<file path="src/rtl/i2c_reg_pkg.sv">
package i2c_reg_pkg;

  // Link-layer states of the target
  typedef enum logic [2:0] {
    LS_IDLE,
    LS_ADDR,
    LS_ACKA,
    LS_RX,
    LS_ACKD,
    LS_TX,
    LS_MACK,
    LS_WAIT
  } link_state_e;

endpackage

</file>
<file path="src/rtl/i2c_reg_sync.sv">
module i2c_reg_sync #(
  parameter int STAGES = 2
) (
  input  logic clk,
  input  logic rst_n,
  input  logic scl_in,
  input  logic sda_in,
  output logic scl_s,
  output logic sda_s,
  output logic scl_rise,
  output logic scl_fall,
  output logic start_det,
  output logic stop_det
);

  logic [STAGES-1:0] scl_pipe;
  logic [STAGES-1:0] sda_pipe;
  logic              scl_q;
  logic              sda_q;

  always_ff @(posedge clk or negedge rst_n) begin
    if (!rst_n) begin
      scl_pipe <= '1;
      sda_pipe <= '1;
      scl_q    <= 1'b1;
      sda_q    <= 1'b1;
    end else begin
      scl_pipe <= {scl_pipe[STAGES-2:0], scl_in};
      sda_pipe <= {sda_pipe[STAGES-2:0], sda_in};
      scl_q    <= scl_pipe[STAGES-1];
      sda_q    <= sda_pipe[STAGES-1];
    end
  end

  assign scl_s     = scl_pipe[STAGES-1];
  assign sda_s     = sda_pipe[STAGES-1];
  assign scl_rise  = scl_s & ~scl_q;
  assign scl_fall  = ~scl_s & scl_q;
  // SDA edges seen while SCL stays high are bus conditions
  assign start_det = scl_s & scl_q & sda_q & ~sda_s;
  assign stop_det  = scl_s & scl_q & ~sda_q & sda_s;

endmodule

</file>
<file path="src/rtl/i2c_reg_stretch.sv">
module i2c_reg_stretch #(
  parameter int HOLD_CYC = 8
) (
  input  logic clk,
  input  logic rst_n,
  input  logic go,
  output logic scl_oe
);

  if (HOLD_CYC == 0) begin : g_none
    logic unused_ins;
    assign unused_ins = go ^ clk ^ rst_n;
    assign scl_oe     = 1'b0;
  end else begin : g_hold
    localparam int SW = $clog2(HOLD_CYC + 1);
    logic [SW-1:0] cnt_q;
    logic [SW-1:0] cnt_d;

    always_comb begin
      cnt_d = cnt_q;
      if (go) begin
        cnt_d = SW'(HOLD_CYC);
      end else if (cnt_q != '0) begin
        cnt_d = cnt_q - SW'(1);
      end
    end

    always_ff @(posedge clk or negedge rst_n) begin
      if (!rst_n) begin
        cnt_q <= '0;
      end else begin
        cnt_q <= cnt_d;
      end
    end

    assign scl_oe = (cnt_q != '0);
  end

endmodule

</file>
<file path="src/rtl/i2c_reg_bank.sv">
module i2c_reg_bank #(
  parameter int REG_COUNT = 16
) (
  input  logic       clk,
  input  logic       rst_n,
  input  logic       wr_stb,
  input  logic       wr_is_ptr,
  input  logic [7:0] wr_data,
  input  logic       rd_req,
  input  logic       ready_set,
  output logic [7:0] rd_data,
  output logic       ready
);

  localparam int PW       = $clog2(REG_COUNT);
  localparam int STAT_IDX = REG_COUNT - 1;

  logic [7:0]          store [STAT_IDX];
  logic [STAT_IDX-1:0] wr_hit;
  logic [PW-1:0]       ptr_q;
  logic [PW-1:0]       ptr_d;
  logic                rdy_q;
  logic                rdy_d;
  logic                at_status;

  assign at_status = (ptr_q == PW'(STAT_IDX));

  always_comb begin
    ptr_d = ptr_q;
    if (wr_stb) begin
      ptr_d = wr_is_ptr ? wr_data[PW-1:0] : ptr_q + PW'(1);
    end else if (rd_req) begin
      ptr_d = ptr_q + PW'(1);
    end
  end

  always_comb begin
    rdy_d = rdy_q;
    if (rd_req && at_status) begin
      rdy_d = 1'b0;
    end
    if (ready_set) begin
      rdy_d = 1'b1;
    end
  end

  always_ff @(posedge clk or negedge rst_n) begin
    if (!rst_n) begin
      ptr_q <= '0;
      rdy_q <= 1'b0;
    end else begin
      ptr_q <= ptr_d;
      rdy_q <= rdy_d;
    end
  end

  for (genvar g = 0; g < STAT_IDX; g++) begin : g_reg
    assign wr_hit[g] = wr_stb & ~wr_is_ptr & (ptr_q == PW'(g));
    always_ff @(posedge clk or negedge rst_n) begin
      if (!rst_n) begin
        store[g] <= '0;
      end else if (wr_hit[g]) begin
        store[g] <= wr_data;
      end
    end
  end

  always_comb begin
    rd_data = {7'b0, rdy_q};
    for (int i = 0; i < STAT_IDX; i++) begin
      if (ptr_q == PW'(i)) begin
        rd_data = store[i];
      end
    end
  end

  assign ready = rdy_q;

endmodule

</file>
<file path="src/rtl/i2c_reg_link.sv">
module i2c_reg_link
  import i2c_reg_pkg::*;
(
  input  logic       clk,
  input  logic       rst_n,
  input  logic [6:0] dev_addr,
  input  logic       gc_enable,
  input  logic       sda_s,
  input  logic       scl_rise,
  input  logic       scl_fall,
  input  logic       start_det,
  input  logic       stop_det,
  input  logic [7:0] rd_data,
  output logic       sda_oe,
  output logic       wr_stb,
  output logic       wr_is_ptr,
  output logic [7:0] wr_data,
  output logic       rd_req,
  output logic       stretch_go
);

  link_state_e state_q, state_d;
  logic [3:0]  cnt_q, cnt_d;
  logic [7:0]  sh_q, sh_d;
  logic        rw_q, rw_d;
  logic        ptr_ph_q, ptr_ph_d;
  logic        mack_q, mack_d;
  logic        oe_q, oe_d;
  logic        addr_hit;

  assign addr_hit = (sh_q[7:1] == dev_addr) ||
                    ((sh_q[7:1] == 7'd0) && !sh_q[0] && gc_enable);

  always_comb begin
    state_d    = state_q;
    cnt_d      = cnt_q;
    sh_d       = sh_q;
    rw_d       = rw_q;
    ptr_ph_d   = ptr_ph_q;
    mack_d     = mack_q;
    oe_d       = oe_q;
    wr_stb     = 1'b0;
    rd_req     = 1'b0;
    stretch_go = 1'b0;
    if (stop_det) begin
      state_d = LS_IDLE;
      oe_d    = 1'b0;
    end else if (start_det) begin
      state_d = LS_ADDR;
      cnt_d   = '0;
      oe_d    = 1'b0;
    end else begin
      unique case (state_q)
        LS_ADDR: begin
          if (scl_rise && cnt_q != 4'd8) begin
            sh_d  = {sh_q[6:0], sda_s};
            cnt_d = cnt_q + 4'd1;
          end else if (scl_fall && cnt_q == 4'd8) begin
            if (addr_hit) begin
              state_d = LS_ACKA;
              oe_d    = 1'b1;
              rw_d    = sh_q[0];
            end else begin
              state_d = LS_WAIT;
            end
          end
        end
        LS_ACKA: begin
          if (scl_fall) begin
            stretch_go = 1'b1;
            cnt_d      = '0;
            if (rw_q) begin
              rd_req  = 1'b1;
              sh_d    = rd_data;
              oe_d    = ~rd_data[7];
              state_d = LS_TX;
            end else begin
              oe_d     = 1'b0;
              ptr_ph_d = 1'b1;
              state_d  = LS_RX;
            end
          end
        end
        LS_RX: begin
          if (scl_rise && cnt_q != 4'd8) begin
            sh_d  = {sh_q[6:0], sda_s};
            cnt_d = cnt_q + 4'd1;
          end else if (scl_fall && cnt_q == 4'd8) begin
            wr_stb   = 1'b1;
            ptr_ph_d = 1'b0;
            oe_d     = 1'b1;
            state_d  = LS_ACKD;
          end
        end
        LS_ACKD: begin
          if (scl_fall) begin
            stretch_go = 1'b1;
            oe_d       = 1'b0;
            cnt_d      = '0;
            state_d    = LS_RX;
          end
        end
        LS_TX: begin
          if (scl_rise) begin
            cnt_d = cnt_q + 4'd1;
          end else if (scl_fall && cnt_q == 4'd8) begin
            oe_d    = 1'b0;
            state_d = LS_MACK;
          end else if (scl_fall && cnt_q != 4'd0) begin
            sh_d = {sh_q[6:0], 1'b0};
            oe_d = ~sh_q[6];
          end
        end
        LS_MACK: begin
          if (scl_rise) begin
            mack_d = ~sda_s;
          end else if (scl_fall) begin
            if (mack_q) begin
              rd_req     = 1'b1;
              stretch_go = 1'b1;
              sh_d       = rd_data;
              oe_d       = ~rd_data[7];
              cnt_d      = '0;
              state_d    = LS_TX;
            end else begin
              state_d = LS_WAIT;
            end
          end
        end
        default: begin
          oe_d = 1'b0;
        end
      endcase
    end
  end

  always_ff @(posedge clk or negedge rst_n) begin
    if (!rst_n) begin
      state_q  <= LS_IDLE;
      cnt_q    <= '0;
      sh_q     <= '0;
      rw_q     <= 1'b0;
      ptr_ph_q <= 1'b0;
      mack_q   <= 1'b0;
      oe_q     <= 1'b0;
    end else begin
      state_q  <= state_d;
      cnt_q    <= cnt_d;
      sh_q     <= sh_d;
      rw_q     <= rw_d;
      ptr_ph_q <= ptr_ph_d;
      mack_q   <= mack_d;
      oe_q     <= oe_d;
    end
  end

  assign sda_oe    = oe_q;
  assign wr_data   = sh_q;
  assign wr_is_ptr = ptr_ph_q;

endmodule

</file>
<file path="src/rtl/i2c_reg_target.sv">
module i2c_reg_target #(
  parameter int REG_COUNT   = 16,
  parameter int SYNC_STAGES = 2,
  parameter int STRETCH_CYC = 8
) (
  input  logic       clk,
  input  logic       rst_n,
  input  logic [6:0] dev_addr,
  input  logic       gc_enable,
  input  logic       ready_set,
  input  logic       scl_in,
  input  logic       sda_in,
  output logic       scl_oe,
  output logic       sda_oe,
  output logic       irq
);

  logic [1:0] rst_pipe;
  logic       rst_q_n;
  logic       scl_s, sda_s, scl_rise, scl_fall, start_det, stop_det;
  logic       wr_stb, wr_is_ptr, rd_req, stretch_go, ready;
  logic [7:0] wr_data, rd_data;

  always_ff @(posedge clk or negedge rst_n) begin
    if (!rst_n) begin
      rst_pipe <= '0;
    end else begin
      rst_pipe <= {rst_pipe[0], 1'b1};
    end
  end
  assign rst_q_n = rst_pipe[1];

  i2c_reg_sync #(.STAGES(SYNC_STAGES)) u_sync (
    .clk(clk), .rst_n(rst_q_n), .scl_in(scl_in), .sda_in(sda_in),
    .scl_s(scl_s), .sda_s(sda_s), .scl_rise(scl_rise), .scl_fall(scl_fall),
    .start_det(start_det), .stop_det(stop_det)
  );

  i2c_reg_link u_link (
    .clk(clk), .rst_n(rst_q_n), .dev_addr(dev_addr), .gc_enable(gc_enable),
    .sda_s(sda_s), .scl_rise(scl_rise), .scl_fall(scl_fall),
    .start_det(start_det), .stop_det(stop_det), .rd_data(rd_data),
    .sda_oe(sda_oe), .wr_stb(wr_stb), .wr_is_ptr(wr_is_ptr),
    .wr_data(wr_data), .rd_req(rd_req), .stretch_go(stretch_go)
  );

  i2c_reg_bank #(.REG_COUNT(REG_COUNT)) u_bank (
    .clk(clk), .rst_n(rst_q_n), .wr_stb(wr_stb), .wr_is_ptr(wr_is_ptr),
    .wr_data(wr_data), .rd_req(rd_req), .ready_set(ready_set),
    .rd_data(rd_data), .ready(ready)
  );

  i2c_reg_stretch #(.HOLD_CYC(STRETCH_CYC)) u_stretch (
    .clk(clk), .rst_n(rst_q_n), .go(stretch_go), .scl_oe(scl_oe)
  );

  assign irq = ready;

endmodule

</file>
<file path="config.mk">
export PLATFORM = sky130hd
export DESIGN_NAME = i2c_reg_target
export DESIGN_NICKNAME = d
export VERILOG_FILES = /design/src/rtl/i2c_reg_pkg.sv /design/src/rtl/i2c_reg_sync.sv /design/src/rtl/i2c_reg_stretch.sv /design/src/rtl/i2c_reg_bank.sv /design/src/rtl/i2c_reg_link.sv /design/src/rtl/i2c_reg_target.sv
export SDC_FILE = /design/constraint.sdc
export NUM_CORES = 1
export LEC_CHECK = 0
export BUFFER_PORTS_ARGS = -buffer_cell sky130_fd_sc_hd__buf_2
export CAP_MARGIN = 20
export CORE_MARGIN = 8
export CORE_UTILIZATION = 35
export DETAILED_ROUTE_END_ITERATION = 7
export SLEW_MARGIN = 20
export SYNTH_ARGS = -nofsm -noshare
export SYNTH_HDL_FRONTEND = slang
export SYNTH_SLANG_ARGS = --single-unit
</file>
<file path="constraint.sdc">
create_clock -name clk -period 5.8 [get_ports clk]
set_input_delay 0.29 -clock clk [delete_from_list [all_inputs] [get_ports clk]]
set_output_delay 0.29 -clock clk [all_outputs]
set_load 0.005 [all_outputs]
</file>
==> summary.log, run 1 <==
INFO  status         status=finished clean
INFO  cells_and_area drive_above_1_share=0.235
INFO  power_and_ir_drop leakage=3.97nW
INFO  clock_tree     cts-resized-gates=0
INFO  clock_tree     root_buffer=sky130_fd_sc_hd__clkbuf_16
INFO  timing         worst-slew-pin-transition=1.03ns
INFO  route          drt-vias-per-instance=5.58
INFO  critical_path  crit_path_max_fanout=24
INFO  route          dr.first_iter.drc_count=489
INFO  critical_path  r2r_start=u_bank.ptr_q[0]
INFO  timing         report.final.hold_viol_count=0
INFO  timing         post-route-worst-setup-slack=2.64ns
INFO  timing         final-setup-viol-count=0
INFO  hold_path      min-delay-start=ready_set
INFO  synth          synth_nets=794
INFO  synth          synth-main-ff-cell=sky130_fd_sc_hd__dfrtp_1
INFO  clock_tree     latest_clock_arrival_within_the_worst_skew_pair=0.42ns
INFO  synth          postSynthCellCount=773
INFO  cells_and_area sequential_cell_area=3920squm
INFO  timing         clock-skew-final=0.00689ns
INFO  synth          post_synth_num_cell_types=67
INFO  timing         setup_repair_after_global_routing_missed_its_margin=false
INFO  timing         fin_setup_tns=0ns
INFO  floorplan      floorplan.rows=55
INFO  power_and_ir_drop power_per_cell_area=469nW/um^2
INFO  synth          yosys_warnings=0
INFO  clock_tree     reg_clk_slew_reported_paths=0.06ns
INFO  clock_tree     post_cts_buffers=0
INFO  synth          syn_area=8070squm
INFO  route          detail_route.drc_violations=0
INFO  synth          postSynthAreaPerCell=10.4squm
INFO  timing         slew_headroom=0.311
INFO  clock_tree     tritoncts=yes
INFO  cells_and_area fin_util=0.398
INFO  grt            grt_overflow=0
INFO  critical_path  ff2ff_path_depth=5
INFO  hold_path      hold_path_end=u_bank.ready
INFO  critical_path  critical_path_required=6.10ns
INFO  floorplan      start_util=0.357
INFO  synth          synth_enable_flop_cells=0
INFO  clock_tree     cts_buffers=17
INFO  cells_and_area flow.area_growth_from_synthesis=11.8%
INFO  job            max-cap-violations=0
INFO  clock_tree     cts_hold_repair.buffers=3
INFO  clock_tree     clock_tree.buffer_depth=2
INFO  critical_path  setup.reg_to_reg.worst_slack=2.64ns
INFO  critical_path  critical_path.endpoint_type=flip-flop
INFO  critical_path  timing_worst_setup_path_type=flip-flop to flip-flop
INFO  grt            grt_first_pass_wirelength=33400um
INFO  timing         clock.fmax=317MHz
INFO  synth          postSynthRegisterBits=156
INFO  critical_path  arrival=3.46ns
INFO  timing         finalCriticalPeriod=3.16ns
INFO  floorplan      die_height=168um
INFO  route          detailroute.via_count=5937
INFO  grt            pin_count_of_the_biggest_net_entering_global_routing=155
INFO  cells_and_area fillCellCount=2164
INFO  critical_path  rr_endpoint=u_bank.store[93]
INFO  cells_and_area diodes=0
INFO  route          routed_wire_length_per_instance=19.4um
INFO  placement      gp_congestion=0.831
INFO  placement      port_buffers=15
INFO  floorplan      die_area=28200squm
INFO  synth          post-synth-top-area-cell=sky130_fd_sc_hd__dfrtp_1
INFO  grt            initial_antenna_violation_count=0
INFO  timing         post-route-period-util=0.544
INFO  cells_and_area layout_net_count=790
INFO  hold_path      min_delay_path_depth=2
INFO  grt            global_route_usage_sum=0.150
INFO  clock_tree     cts.htree.levels=4
INFO  grt            grt_pass1_vias=5823
INFO  power_and_ir_drop largest_voltage_drop_on_the_vdd_net=282uV
INFO  timing         drv_slew=0
INFO  floorplan      ioPinCount=16
INFO  placement      dpl.hpwl=13500um
INFO  floorplan      floorplan.core_area=22600squm
INFO  route          detailedRoute.firstPassIterationCount=5
INFO  critical_path  startpoint_type_of_the_worst_setup_path=flip-flop
INFO  placement      post-place-ws=2.75ns
INFO  hold_path      worstHoldPathType=input port to flip-flop
INFO  clock_tree     clock_sink_count=156
INFO  cells_and_area multi_input_area=3840squm
INFO  route          totalWireLength=20600um
INFO  route          route.antenna.remaining_nets=0
INFO  floorplan      width_of_the_die=168um
INFO  synth          synth-async-reset-ratio=1.00
INFO  synth          synth.yosys.seq_area_share=0.485
INFO  synth          synth_area_leaders=sky130_fd_sc_hd__dfrtp_1 47%, sky130_fd_sc_hd__mux2_2 15%, sky130_fd_sc_hd__a21oi_1 3.7%
INFO  synth          post-synth-top-area-fraction=0.465
power by group:
part	internal, mW	total, mW	switching, mW
clock	0.705	1.14	0.430
sequential	1.24	1.45	0.210
combinational	0.571	1.65	1.08
total	2.51	4.23	1.72
synthesized netlist by cell type (3+ instances only):
cell type                   instances
sky130_fd_sc_hd__nor2_1            29
sky130_fd_sc_hd__xor2_1            11
sky130_fd_sc_hd__dfrtp_1          150
sky130_fd_sc_hd__nor2_4             4
sky130_fd_sc_hd__a22oi_1           13
sky130_fd_sc_hd__o311ai_0           3
sky130_fd_sc_hd__inv_1             31
sky130_fd_sc_hd__nor3_4             3
sky130_fd_sc_hd__clkbuf_1          39
sky130_fd_sc_hd__a31oi_1            4
sky130_fd_sc_hd__o22ai_1            9
sky130_fd_sc_hd__buf_1              6
sky130_fd_sc_hd__o21ai_0           39
sky130_fd_sc_hd__ha_1               8
sky130_fd_sc_hd__or2_2              3
sky130_fd_sc_hd__nor3_1            11
sky130_fd_sc_hd__o31ai_1            5
sky130_fd_sc_hd__nor2b_1           12
sky130_fd_sc_hd__o2bb2ai_1          6
sky130_fd_sc_hd__dfstp_2            6
sky130_fd_sc_hd__o21a_1             8
sky130_fd_sc_hd__o211ai_1           8
sky130_fd_sc_hd__a221oi_1           8
sky130_fd_sc_hd__nand3_1           16
sky130_fd_sc_hd__mux2_2           106
sky130_fd_sc_hd__o22a_1             6
sky130_fd_sc_hd__nand3b_1          12
sky130_fd_sc_hd__nand2_1           76
sky130_fd_sc_hd__a211oi_1           3
sky130_fd_sc_hd__mux2i_1            6
sky130_fd_sc_hd__a32oi_1            5
sky130_fd_sc_hd__a21oi_1           60
sky130_fd_sc_hd__buf_2              7
sky130_fd_sc_hd__nor4_1             3
sky130_fd_sc_hd__o221ai_1           8
sky130_fd_sc_hd__nand2b_1           9
layout make-up:
class,instances,share of cell area
flip-flops and latches,156,0.434
multi-input cells,533,0.426
clock buffers,23,0.0530
well taps,285,0.0395
repair buffers,29,0.0222
inverters,32,0.0133
clock inverters,6,0.0123
kinds of logic (layout without fill, tap and decap cells):
| group | after synthesis | count (layout) | share of synthesized area |
|---|---|---|---|
| AO/OA/AOI/OAI | 204 | 204 | 0.166 |
| AND/OR/NAND/NOR | 196 | 196 | 0.129 |
| flip-flops | 156 | 156 | 0.485 |
| multiplexers | 112 | 112 | 0.155 |
| buffers and inverters | 84 | 90 | 0.0401 |
| XOR/XNOR | 12 | 12 | 0.0130 |
| adder cells (fa/ha/maj) | 8 | 8 | 0.0124 |
| other | 1 | 1 | 0.000465 |
critical path, stage by stage (launching register included):
cell and delay [ns]:
sky130_fd_sc_hd__dfrtp_1 0.44, sky130_fd_sc_hd__ha_1 0.85, sky130_fd_sc_hd__inv_1 0.23, sky130_fd_sc_hd__nor3_1 0.69, sky130_fd_sc_hd__nand2_1 0.43, sky130_fd_sc_hd__mux2_2 0.38
layer usage:
layer | vias to the layer above | wire [um] | track usage
li1 | 2784 | - | -
met1 | 3000 | 10000 | 0.210
met2 | 123 | 9490 | 0.230
met3 | 30 | 650 | 0.0232
met4 | 0 | 446 | 0.0567
met5 | - | 0 | 0
how the worst max path moves through the flow:
stage                       endpoint  slack (ns)       startpoint  cells past startpoint
CTS                 u_bank.store[93]        2.70  u_bank.ptr_q[0]                      5
global route        u_bank.store[91]        2.50  u_bank.ptr_q[0]                      5
floorplan            u_bank.ptr_q[0]        1.14      rst_pipe[1]                      0
global placement    u_bank.store[91]        2.84  u_bank.ptr_q[0]                      5
detailed placement  u_bank.store[94]        2.75  u_bank.ptr_q[0]                      5
finish              u_bank.store[93]        2.64  u_bank.ptr_q[0]                      5
cells in the final DEF, fill, tap and decap left out, drive strengths merged, types with 8 or more instances in the layout:
master / instances
a221oi: 8
inv: 32
o21ai: 40
xor2: 11
mux2: 106
o22ai: 9
dfrtp: 150
nand3: 16
nand2b: 10
nand2: 78
o21a: 8
nor3: 14
nor2b: 12
buf: 26
a21oi: 60
o211ai: 8
nor2: 35
ha: 8
o221ai: 8
clkbuf: 23
a22oi: 13
nand3b: 12
state kept, by name (all words and copies together) (netlist names), 2 cells and up:
| name | count |
|---|---|
| u_link.state_q | 3 |
| u_stretch.g_hold.cnt_q | 4 |
| u_link.cnt_q | 4 |
| u_sync.sda_pipe | 2 |
| u_bank.ptr_q | 4 |
| rst_pipe | 2 |
| u_link.wr_data | 8 |
| u_bank.store | 120 |
| u_sync.scl_pipe | 2 |
metrics by stage:
| stage | hold WS, ns | std cells | total power [mW] | cell area (sq um) |
|---|---|---|---|---|
| after floorplan | -0.00559 | 773 | 2.59 | 8070 |
| after global placement | 0.0761 | 1032 | 3.09 | 8400 |
| after detailed placement | 0.0765 | 1032 | 3.10 | 8400 |
| after CTS | 0.0422 | 1064 | 4.25 | 9020 |
| after global routing | 0.0399 | 1064 | 4.48 | 9020 |
| final | 0.0549 | 1064 | 4.23 | 9020 |
Note: power is estimated with default switching activity, not from simulation.
==> run 2: changes to the inputs <==
--- a/config.mk
+++ b/config.mk
@@ -5,6 +5,7 @@
 export SDC_FILE = /design/constraint.sdc
 export NUM_CORES = 1
 export LEC_CHECK = 0
+export ABC_AREA = 1
 export BUFFER_PORTS_ARGS = -buffer_cell sky130_fd_sc_hd__buf_2
 export CAP_MARGIN = 20
 export CORE_MARGIN = 8
==> constraint.sdc (replaced) <==
create_clock -name clk -period 2.9 [get_ports clk]
set_input_delay 0.145 -clock clk [delete_from_list [all_inputs] [get_ports clk]]
set_output_delay 0.145 -clock clk [all_outputs]
set_load 0.005 [all_outputs]
==> summary.log, run 2 <==
INFO  synth          postSynthAreaPerCell=7.93squm [was 10.4 sq um]
INFO  floorplan      ioPinCount=16 [unchanged]
INFO  critical_path  arrival=2.87ns [was 3.46 ns]
INFO  clock_tree     tritoncts=yes [unchanged]
INFO  placement      placed_cell_area=8090squm [was 8400 sq um]
INFO  synth          postSynthRegisterBits=156 [unchanged]
INFO  synth          post-synth-top-area-cell=sky130_fd_sc_hd__dfrtp_1 [unchanged]
INFO  timing         post-route-period-util=0.899 [was 0.544]
INFO  floorplan      start_util=0.355 [was 0.357]
INFO  cells_and_area final_common_cell=sky130_fd_sc_hd__nand2_1 [was sky130_fd_sc_hd__dfrtp_1]
INFO  cells_and_area finalNonFillerCells=1283 [was 1064]
INFO  critical_path  startpoint_type_of_the_worst_setup_path=flip-flop [unchanged]
INFO  grt            initial_antenna_violation_count=0 [unchanged]
INFO  status         status=finished clean [unchanged]
INFO  cells_and_area design_area=8730squm [was 9020 sq um]
INFO  route          detail_route.drc_violations=0 [unchanged]
INFO  grt            grt_overflow=0 [unchanged]
INFO  power_and_ir_drop leakage=4.11nW [was 3.97 nW]
INFO  synth          synth-adder-area-share=0.0130 [was 0.0124]
INFO  cells_and_area largest_register=u_bank.store [unchanged]
INFO  placement      dpl.hpwl=12800um [was 13500 um]
INFO  grt            pin_count_of_the_biggest_net_entering_global_routing=58 [was 155]
INFO  synth          yosys_warnings=0 [unchanged]
INFO  power_and_ir_drop power_per_cell_area=888nW/um^2 [was 469 nW/um^2]
INFO  floorplan      die_area=27000squm [was 28200 sq um]
INFO  timing         finalCriticalPeriod=2.61ns [was 3.16 ns]
INFO  synth          fraction_of_synthesized_area_in_multiplexers=0 [was 0.155]
INFO  clock_tree     clock_tree.buffer_depth=2 [unchanged]
INFO  placement      place.detailed.instances=1247 [was 1032]
INFO  clock_tree     clock_sink_count=156 [unchanged]
INFO  route          route.antenna.remaining_nets=0 [unchanged]
INFO  cells_and_area layout.cells.most_common_list=298 x sky130_fd_sc_hd__nand2_1, 149 x sky130_fd_sc_hd__dfrtp_1, 127 x sky130_fd_sc_hd__o21ai_0 [was 149 x sky130_fd_sc_hd__dfrtp_1, 106 x sky130_fd_sc_hd__mux2_2, 76 x sky130_fd_sc_hd__nand2_1]
INFO  clock_tree     root_buffer=sky130_fd_sc_hd__clkbuf_16 [unchanged]
INFO  timing         clock.fmax=384MHz [was 317 MHz]
INFO  timing         final-setup-viol-count=0 [unchanged]
INFO  floorplan      floorplan.core_area=21700squm [was 22600 sq um]
INFO  cells_and_area flip_flop_count_of_the_largest_register_after_layout=120 [unchanged]
INFO  cells_and_area drive_above_1_share=0.116 [was 0.235]
INFO  synth          synth_enable_flop_cells=0 [unchanged]
INFO  clock_tree     latest_clock_arrival_within_the_worst_skew_pair=0.43ns [was 0.42 ns]
INFO  cells_and_area diodes=0 [unchanged]
INFO  critical_path  r2r_start=u_link.cnt_q[0] [was u_bank.ptr_q[0]]
INFO  grt            grt_first_pass_wirelength=31800um [was 33400 um]
INFO  synth          synth_nets=991 [was 794]
INFO  critical_path  setup.worst_path.start=u_link.cnt_q[0] [was u_bank.ptr_q[0]]
INFO  synth          synth_area_leaders=sky130_fd_sc_hd__dfrtp_1 49%, sky130_fd_sc_hd__nand2_1 15%, sky130_fd_sc_hd__o21ai_0 8.3% [was sky130_fd_sc_hd__dfrtp_1 47%, sky130_fd_sc_hd__mux2_2 15%, sky130_fd_sc_hd__a21oi_1 3.7%]
INFO  floorplan      die_height=164um [was 168 um]
INFO  route          drt-vias-per-instance=4.91 [was 5.58]
INFO  placement      gp_congestion=0.917 [was 0.831]
INFO  floorplan      floorplan.rows=54 [was 55]
INFO  critical_path  crit_path_max_fanout=16 [was 24]
INFO  timing         worst-slew-pin-transition=0.795ns [was 1.03 ns]
INFO  clock_tree     cts_buffers=17 [unchanged]
INFO  grt            grt_pass1_vias=6142 [was 5823]
INFO  critical_path  timing_worst_setup_path_type=flip-flop to flip-flop [unchanged]
INFO  synth          synth.yosys.seq_area_share=0.508 [was 0.485]
INFO  timing         slew_headroom=0.470 [was 0.311]
INFO  job            max-cap-violations=0 [unchanged]
INFO  synth          post_synth_num_cell_types=41 [was 67]
INFO  route          dr.first_iter.drc_count=486 [was 489]
INFO  cells_and_area layout_net_count=1011 [was 790]
INFO  critical_path  critical_path.endpoint_type=flip-flop [unchanged]
INFO  timing         drv_slew=0 [unchanged]
INFO  timing         setup_repair_after_global_routing_missed_its_margin=false [unchanged]
INFO  timing         clock-skew-final=0.0127ns [was 0.00689 ns]
INFO  synth          postSynthCellCount=970 [was 773]
INFO  synth          synthXorXnorAreaFrac=0.0114 [was 0.0130]
INFO  synth          synth.top_cells.by_count=298 x sky130_fd_sc_hd__nand2_1, 150 x sky130_fd_sc_hd__dfrtp_1, 127 x sky130_fd_sc_hd__o21ai_0, 71 x sky130_fd_sc_hd__inv_1, 69 x sky130_fd_sc_hd__nor2_1 [was 150 x sky130_fd_sc_hd__dfrtp_1, 106 x sky130_fd_sc_hd__mux2_2, 76 x sky130_fd_sc_hd__nand2_1, 60 x sky130_fd_sc_hd__a21oi_1]
INFO  cells_and_area flow.area_growth_from_synthesis=13.4% [was 11.8%]
INFO  clock_tree     cts.htree.levels=4 [unchanged]
INFO  route          routed_wire_length_per_instance=14.8um [was 19.4 um]
INFO  route          detailedRoute.firstPassIterationCount=5 [unchanged]
INFO  power_and_ir_drop largest_voltage_drop_on_the_vdd_net=339uV [was 282 uV]
INFO  placement      port_buffers=15 [unchanged]
INFO  route          totalWireLength=18900um [was 20600 um]
INFO  clock_tree     reg_clk_slew_reported_paths=0.06ns [about the same]
INFO  synth          synth-async-reset-ratio=1.00 [unchanged]
INFO  synth          syn_area=7700squm [was 8070 sq um]
INFO  synth          synth-compound-area-share=0.127 [was 0.166]
INFO  floorplan      width_of_the_die=164um [was 168 um]
INFO  timing         report.final.hold_viol_count=0 [unchanged]
INFO  synth          synth_top_family_by_area=simple AND/OR/NAND/NOR gates [was compound AO/OA/AOI/OAI gates]
INFO  hold_path      worstHoldPathType=input port to async pin [was input port to flip-flop]
INFO  timing         fin_setup_tns=0ns [unchanged]
INFO  route          detailroute.via_count=6303 [was 5937]
INFO  synth          synth-main-ff-cell=sky130_fd_sc_hd__dfrtp_1 [unchanged]
INFO  synth          fraction_of_the_mapped_netlist_area_in_simple_logic_gates=0.281 [was 0.129]
INFO  grt            global_route_usage_sum=0.149 [was 0.150]
INFO  synth          yosysMostFrequentCell=sky130_fd_sc_hd__nand2_1 [was sky130_fd_sc_hd__dfrtp_1]
INFO  synth          post-synth-top-area-fraction=0.488 [was 0.465]
INFO  critical_path  ff2ff_path_depth=13 [was 5]
INFO  critical_path  critical_path_required=3.17ns [was 6.10 ns]
-- run 2: cell count changes after synthesis, sizes merged, moves of 15 or more --
cell	change
or2	+15
nand2	+233
clkbuf	-15
inv	+46
mux2	-106
o21ai	+96
nand3	+40
a21oi	-38
nor2	+45
-- run 2: worst max-delay path, stage by stage (launching register included) --
cell and delay, ns:
sky130_fd_sc_hd__dfrtp_1 0.40, sky130_fd_sc_hd__inv_1 0.09, sky130_fd_sc_hd__ha_1 0.17, sky130_fd_sc_hd__nand2_1 0.05, sky130_fd_sc_hd__nor2_1 0.16, sky130_fd_sc_hd__inv_1 0.07
sky130_fd_sc_hd__nor2_2 0.15, sky130_fd_sc_hd__inv_1 0.10, sky130_fd_sc_hd__nor2_2 0.14, sky130_fd_sc_hd__inv_1 0.10, sky130_fd_sc_hd__nor2_4 0.35, sky130_fd_sc_hd__nand2_1 0.39
sky130_fd_sc_hd__nand2_1 0.16, sky130_fd_sc_hd__o21ai_0 0.11
-- run 2: cells by family after synthesis --
| group | count (synthesis) |
|---|---|
| compound gates | 183 |
| fa+ha+maj | 8 |
| xor+xnor | 10 |
| flops | 156 |
| simple gates | 501 |
| other cells | 1 |
| buf+inv | 111 |
-- run 2: repair_timing --
item                                    in CTS  in global routing
setup buffers                                0                  0
hold buffers                                 4                  0
endpoints found under the hold margin        5                  0
resized for setup                            0                  1
endpoints found under the setup margin       0                  7
-- run 2: worst paths after layout --
path / to / slack [ns]
setup / recovery: u_bank.store[26] / 0.29
hold / removal: rst_pipe[1] / 0.03
setup reg to reg: u_bank.store[26] / 0.29
hold reg to reg: rst_pipe[1] / 0.35
max in group asynchronous: u_link.cnt_q[0] / 1.64
min in group clk: u_link.sda_oe / 0.27
-- run 2: area by class of cell --
class / count / area (sq um)
clock buffers: 23 / 478
inverters: 78 / 293
well taps: 280 / 350
repair buffers: 34 / 240
clock inverters: 9 / 113
flip-flops and latches: 156 / 3920
multi-input cells: 703 / 3340
fillers: 2176 / 13000
-- run 2: power by group --
| part | internal, mW | total [mW] | switching, mW |
|---|---|---|---|
| sequential | 2.37 | 2.57 | 0.199 |
| combinational | 0.903 | 2.93 | 2.03 |
| clock | 1.34 | 2.25 | 0.911 |
-- run 2: metrics by stage --
step / util / setup WS [ns] / hold slack, ns / total power, mW
finish: 0.402 / 0.293 / 0.0272 / 7.75
global route: 0.402 / 0.00444 / 0.0184 / 8.28
CTS: 0.402 / 0.279 / 0.0189 / 7.78
detailed placement: 0.373 / 0.310 / -0.0641 / 5.51
global placement: 0.373 / 0.304 / -0.0670 / 5.50
floorplan: - / 0.321 / -0.151 / 4.66
-- run 2: routing by layer --
| layer | share of wire | vias up | wire length, um | track usage |
|---|---|---|---|---|
| met5 | 0 | - | 0 | 0 |
| li1 | - | 3194 | - | - |
| met1 | 0.51 | 2993 | 9570 | 0.210 |
| met4 | 0.014 | 0 | 265 | 0.0483 |
| met2 | 0.45 | 98 | 8520 | 0.228 |
| met3 | 0.031 | 18 | 593 | 0.0246 |
==> run 3: changes to the inputs <==
--- a/config.mk
+++ b/config.mk
@@ -5,12 +5,13 @@
 export SDC_FILE = /design/constraint.sdc
 export NUM_CORES = 1
 export LEC_CHECK = 0
-export ABC_AREA = 1
+export ABC_AREA = 0
 export BUFFER_PORTS_ARGS = -buffer_cell sky130_fd_sc_hd__buf_2
 export CAP_MARGIN = 20
 export CORE_MARGIN = 8
 export CORE_UTILIZATION = 35
 export DETAILED_ROUTE_END_ITERATION = 7
+export GPL_ROUTABILITY_DRIVEN = 0
 export SLEW_MARGIN = 20
 export SYNTH_ARGS = -nofsm -noshare
 export SYNTH_HDL_FRONTEND = slang
==> summary.log, run 3 (synthesis results as in run 1) <==
INFO  timing         clock.fmax=397MHz [was 384 MHz]
INFO  cells_and_area flip_flop_count_of_the_largest_register_after_layout=120 [unchanged]
INFO  timing         clock-skew-final=0.00777ns [was 0.0127 ns]
INFO  cells_and_area largest_register=u_bank.store [unchanged]
INFO  cells_and_area design_area=9220squm [was 8730 sq um]
INFO  power_and_ir_drop leakage=4.09nW [was 4.11 nW]
INFO  floorplan      die_area=28200squm [was 27000 sq um]
INFO  floorplan      floorplan.rows=55 [was 54]
INFO  critical_path  crit_path_max_fanout=21 [was 16]
INFO  timing         drv_slew=0 [unchanged]
INFO  clock_tree     cts_buffers=17 [unchanged]
INFO  clock_tree     root_buffer=sky130_fd_sc_hd__clkbuf_16 [unchanged]
INFO  route          detailedRoute.firstPassIterationCount=4 [was 5]
INFO  power_and_ir_drop power_per_cell_area=943nW/um^2 [was 888 nW/um^2]
INFO  timing         slew_headroom=0.334 [was 0.470]
INFO  power_and_ir_drop totalPowerFinal=8.70mW [was 7.75 mW]
INFO  cells_and_area fillCellCount=2161 [was 2176]
INFO  cells_and_area layout.cells.most_common_list=149 x sky130_fd_sc_hd__dfrtp_1, 106 x sky130_fd_sc_hd__mux2_2, 76 x sky130_fd_sc_hd__nand2_1 [was 298 x sky130_fd_sc_hd__nand2_1, 149 x sky130_fd_sc_hd__dfrtp_1, 127 x sky130_fd_sc_hd__o21ai_0]
INFO  power_and_ir_drop largest_voltage_drop_on_the_vdd_net=426uV [was 339 uV]
INFO  grt            pin_count_of_the_biggest_net_entering_global_routing=57 [was 58]
INFO  timing         fin_setup_tns=0ns [unchanged]
INFO  route          route.antenna.remaining_nets=0 [unchanged]
INFO  cells_and_area sequential_cell_area=3920squm [unchanged]
INFO  cells_and_area flow.area_growth_from_synthesis=14.3% [was 13.4%]
INFO  floorplan      floorplan.core_area=22600squm [was 21700 sq um]
INFO  clock_tree     post_cts_buffers=0 [unchanged]
INFO  grt            global_route_usage_sum=0.153 [was 0.149]
INFO  timing         post-route-period-util=0.869 [was 0.899]
INFO  timing         report.final.hold_viol_count=0 [unchanged]
INFO  floorplan      start_util=0.357 [was 0.355]
INFO  placement      port_buffers=15 [unchanged]
INFO  clock_tree     cts_hold_repair.buffers=4 [unchanged]
INFO  clock_tree     tritoncts=yes [unchanged]
INFO  route          drt-vias-per-instance=5.61 [was 4.91]
INFO  clock_tree     reg_clk_slew_reported_paths=0.06ns [about the same]
INFO  route          totalWireLength=21000um [was 18900 um]
INFO  cells_and_area layout_net_count=814 [was 1011]
INFO  timing         worst-slew-pin-transition=0.991ns [was 0.795 ns]
INFO  route          routed_wire_length_per_instance=19.3um [was 14.8 um]
INFO  timing         worst_hold_slack=0.0358ns [was 0.0272 ns]
INFO  clock_tree     latest_clock_arrival_within_the_worst_skew_pair=0.43ns [about the same]
INFO  critical_path  startpoint_type_of_the_worst_setup_path=flip-flop [unchanged]
INFO  critical_path  critical_path_required=3.27ns [was 3.17 ns]
INFO  cells_and_area drive_above_1_share=0.260 [was 0.116]
INFO  placement      place.detailed.instances=1055 [was 1247]
INFO  timing         post-route-worst-setup-slack=0.381ns [was 0.293 ns]
INFO  critical_path  timing_worst_setup_path_type=flip-flop to flip-flop [unchanged]
INFO  floorplan      width_of_the_die=168um [was 164 um]
INFO  critical_path  critical_path.endpoint_type=flip-flop [unchanged]
INFO  cells_and_area diodes=0 [unchanged]
INFO  timing         finalCriticalPeriod=2.52ns [was 2.61 ns]
INFO  job            max-cap-violations=0 [unchanged]
INFO  floorplan      die_height=168um [was 164 um]
INFO  floorplan      ioPinCount=16 [unchanged]
INFO  cells_and_area final_common_cell=sky130_fd_sc_hd__dfrtp_1 [was sky130_fd_sc_hd__nand2_1]
INFO  timing         final-setup-viol-count=0 [unchanged]
INFO  route          detailroute.via_count=6111 [was 6303]
INFO  clock_tree     clock_tree.buffer_depth=2 [unchanged]
INFO  grt            grt_overflow=0 [unchanged]
INFO  critical_path  arrival=2.89ns [was 2.87 ns]
INFO  clock_tree     cts-resized-gates=0 [unchanged]
INFO  hold_path      worstHoldPathType=input port to async pin [unchanged]
INFO  grt            initial_antenna_violation_count=0 [unchanged]
INFO  cells_and_area finalNonFillerCells=1089 [was 1283]
INFO  route          dr.first_iter.drc_count=604 [was 486]
INFO  clock_tree     cts.htree.levels=4 [unchanged]
INFO  cells_and_area multi_input_area=3840squm [was 3340 sq um]
INFO  route          detail_route.drc_violations=0 [unchanged]
INFO  grt            grt_pass1_vias=5990 [was 6142]
INFO  placement      dpl.hpwl=14500um [was 12800 um]
INFO  clock_tree     clock_sink_count=156 [unchanged]
INFO  cells_and_area fin_util=0.407 [was 0.402]
INFO  placement      placed_cell_area=8590squm [was 8090 sq um]
INFO  placement      post-place-ws=0.434ns [was 0.310 ns]
INFO  timing         setup_repair_after_global_routing_missed_its_margin=false [unchanged]
INFO  grt            grt_first_pass_wirelength=34300um [was 31800 um]
INFO  status         status=finished clean [unchanged]
==> run 3: layout make-up <==
type                       instances  share of cell area
clock buffer                      20              0.0495
clock inverter                    10              0.0152
inverter                          32              0.0130
multi-input combinational        533               0.416
sequential                       156               0.425
tap                              285              0.0387
timing repair buffer              53              0.0429
==> run 3: path summary, 6_finish.rpt <==
check / start / endpoint / slack [ns] / depth (start not counted)
setup / recovery: u_bank.ptr_q[1] / u_link.wr_data[4] / 0.38 / 8
hold / removal: rst_n / rst_pipe[1] / 0.04 / 2
setup reg to reg: u_bank.ptr_q[1] / u_link.wr_data[4] / 0.38 / 8
hold reg to reg: rst_pipe[0] / rst_pipe[1] / 0.35 / 0
max in group asynchronous: rst_pipe[1] / u_sync.sda_pipe[1] / 1.66 / 1
min in group clk: rst_pipe[0] / rst_pipe[1] / 0.35 / 0
==> run 3: per-layer routing <==
| layer | GRT usage | wire [um] |
|---|---|---|
| met5 | 0 | 0 |
| met4 | 0.0543 | 398 |
| met3 | 0.0241 | 768 |
| met2 | 0.243 | 9930 |
| met1 | 0.209 | 9920 |
==> run 3: worst max-delay path, stage by stage (launching register included) <==
cell                       delay [ns]
sky130_fd_sc_hd__dfrtp_1         0.41
sky130_fd_sc_hd__inv_1           0.11
sky130_fd_sc_hd__ha_2            0.46
sky130_fd_sc_hd__buf_4           0.32
sky130_fd_sc_hd__a21oi_1         0.09
sky130_fd_sc_hd__a221oi_1        0.49
sky130_fd_sc_hd__o221ai_1        0.24
sky130_fd_sc_hd__a21oi_1         0.18
sky130_fd_sc_hd__o22a_1          0.15
==> run 3: where the power goes <==
group | total, mW | internal, mW | switching [mW] | leakage, nW
sequential | 2.83 | 2.48 | 0.352 | 2.09
combinational | 3.58 | 1.33 | 2.26 | 1.72
clock | 2.29 | 1.39 | 0.898 | 0.284
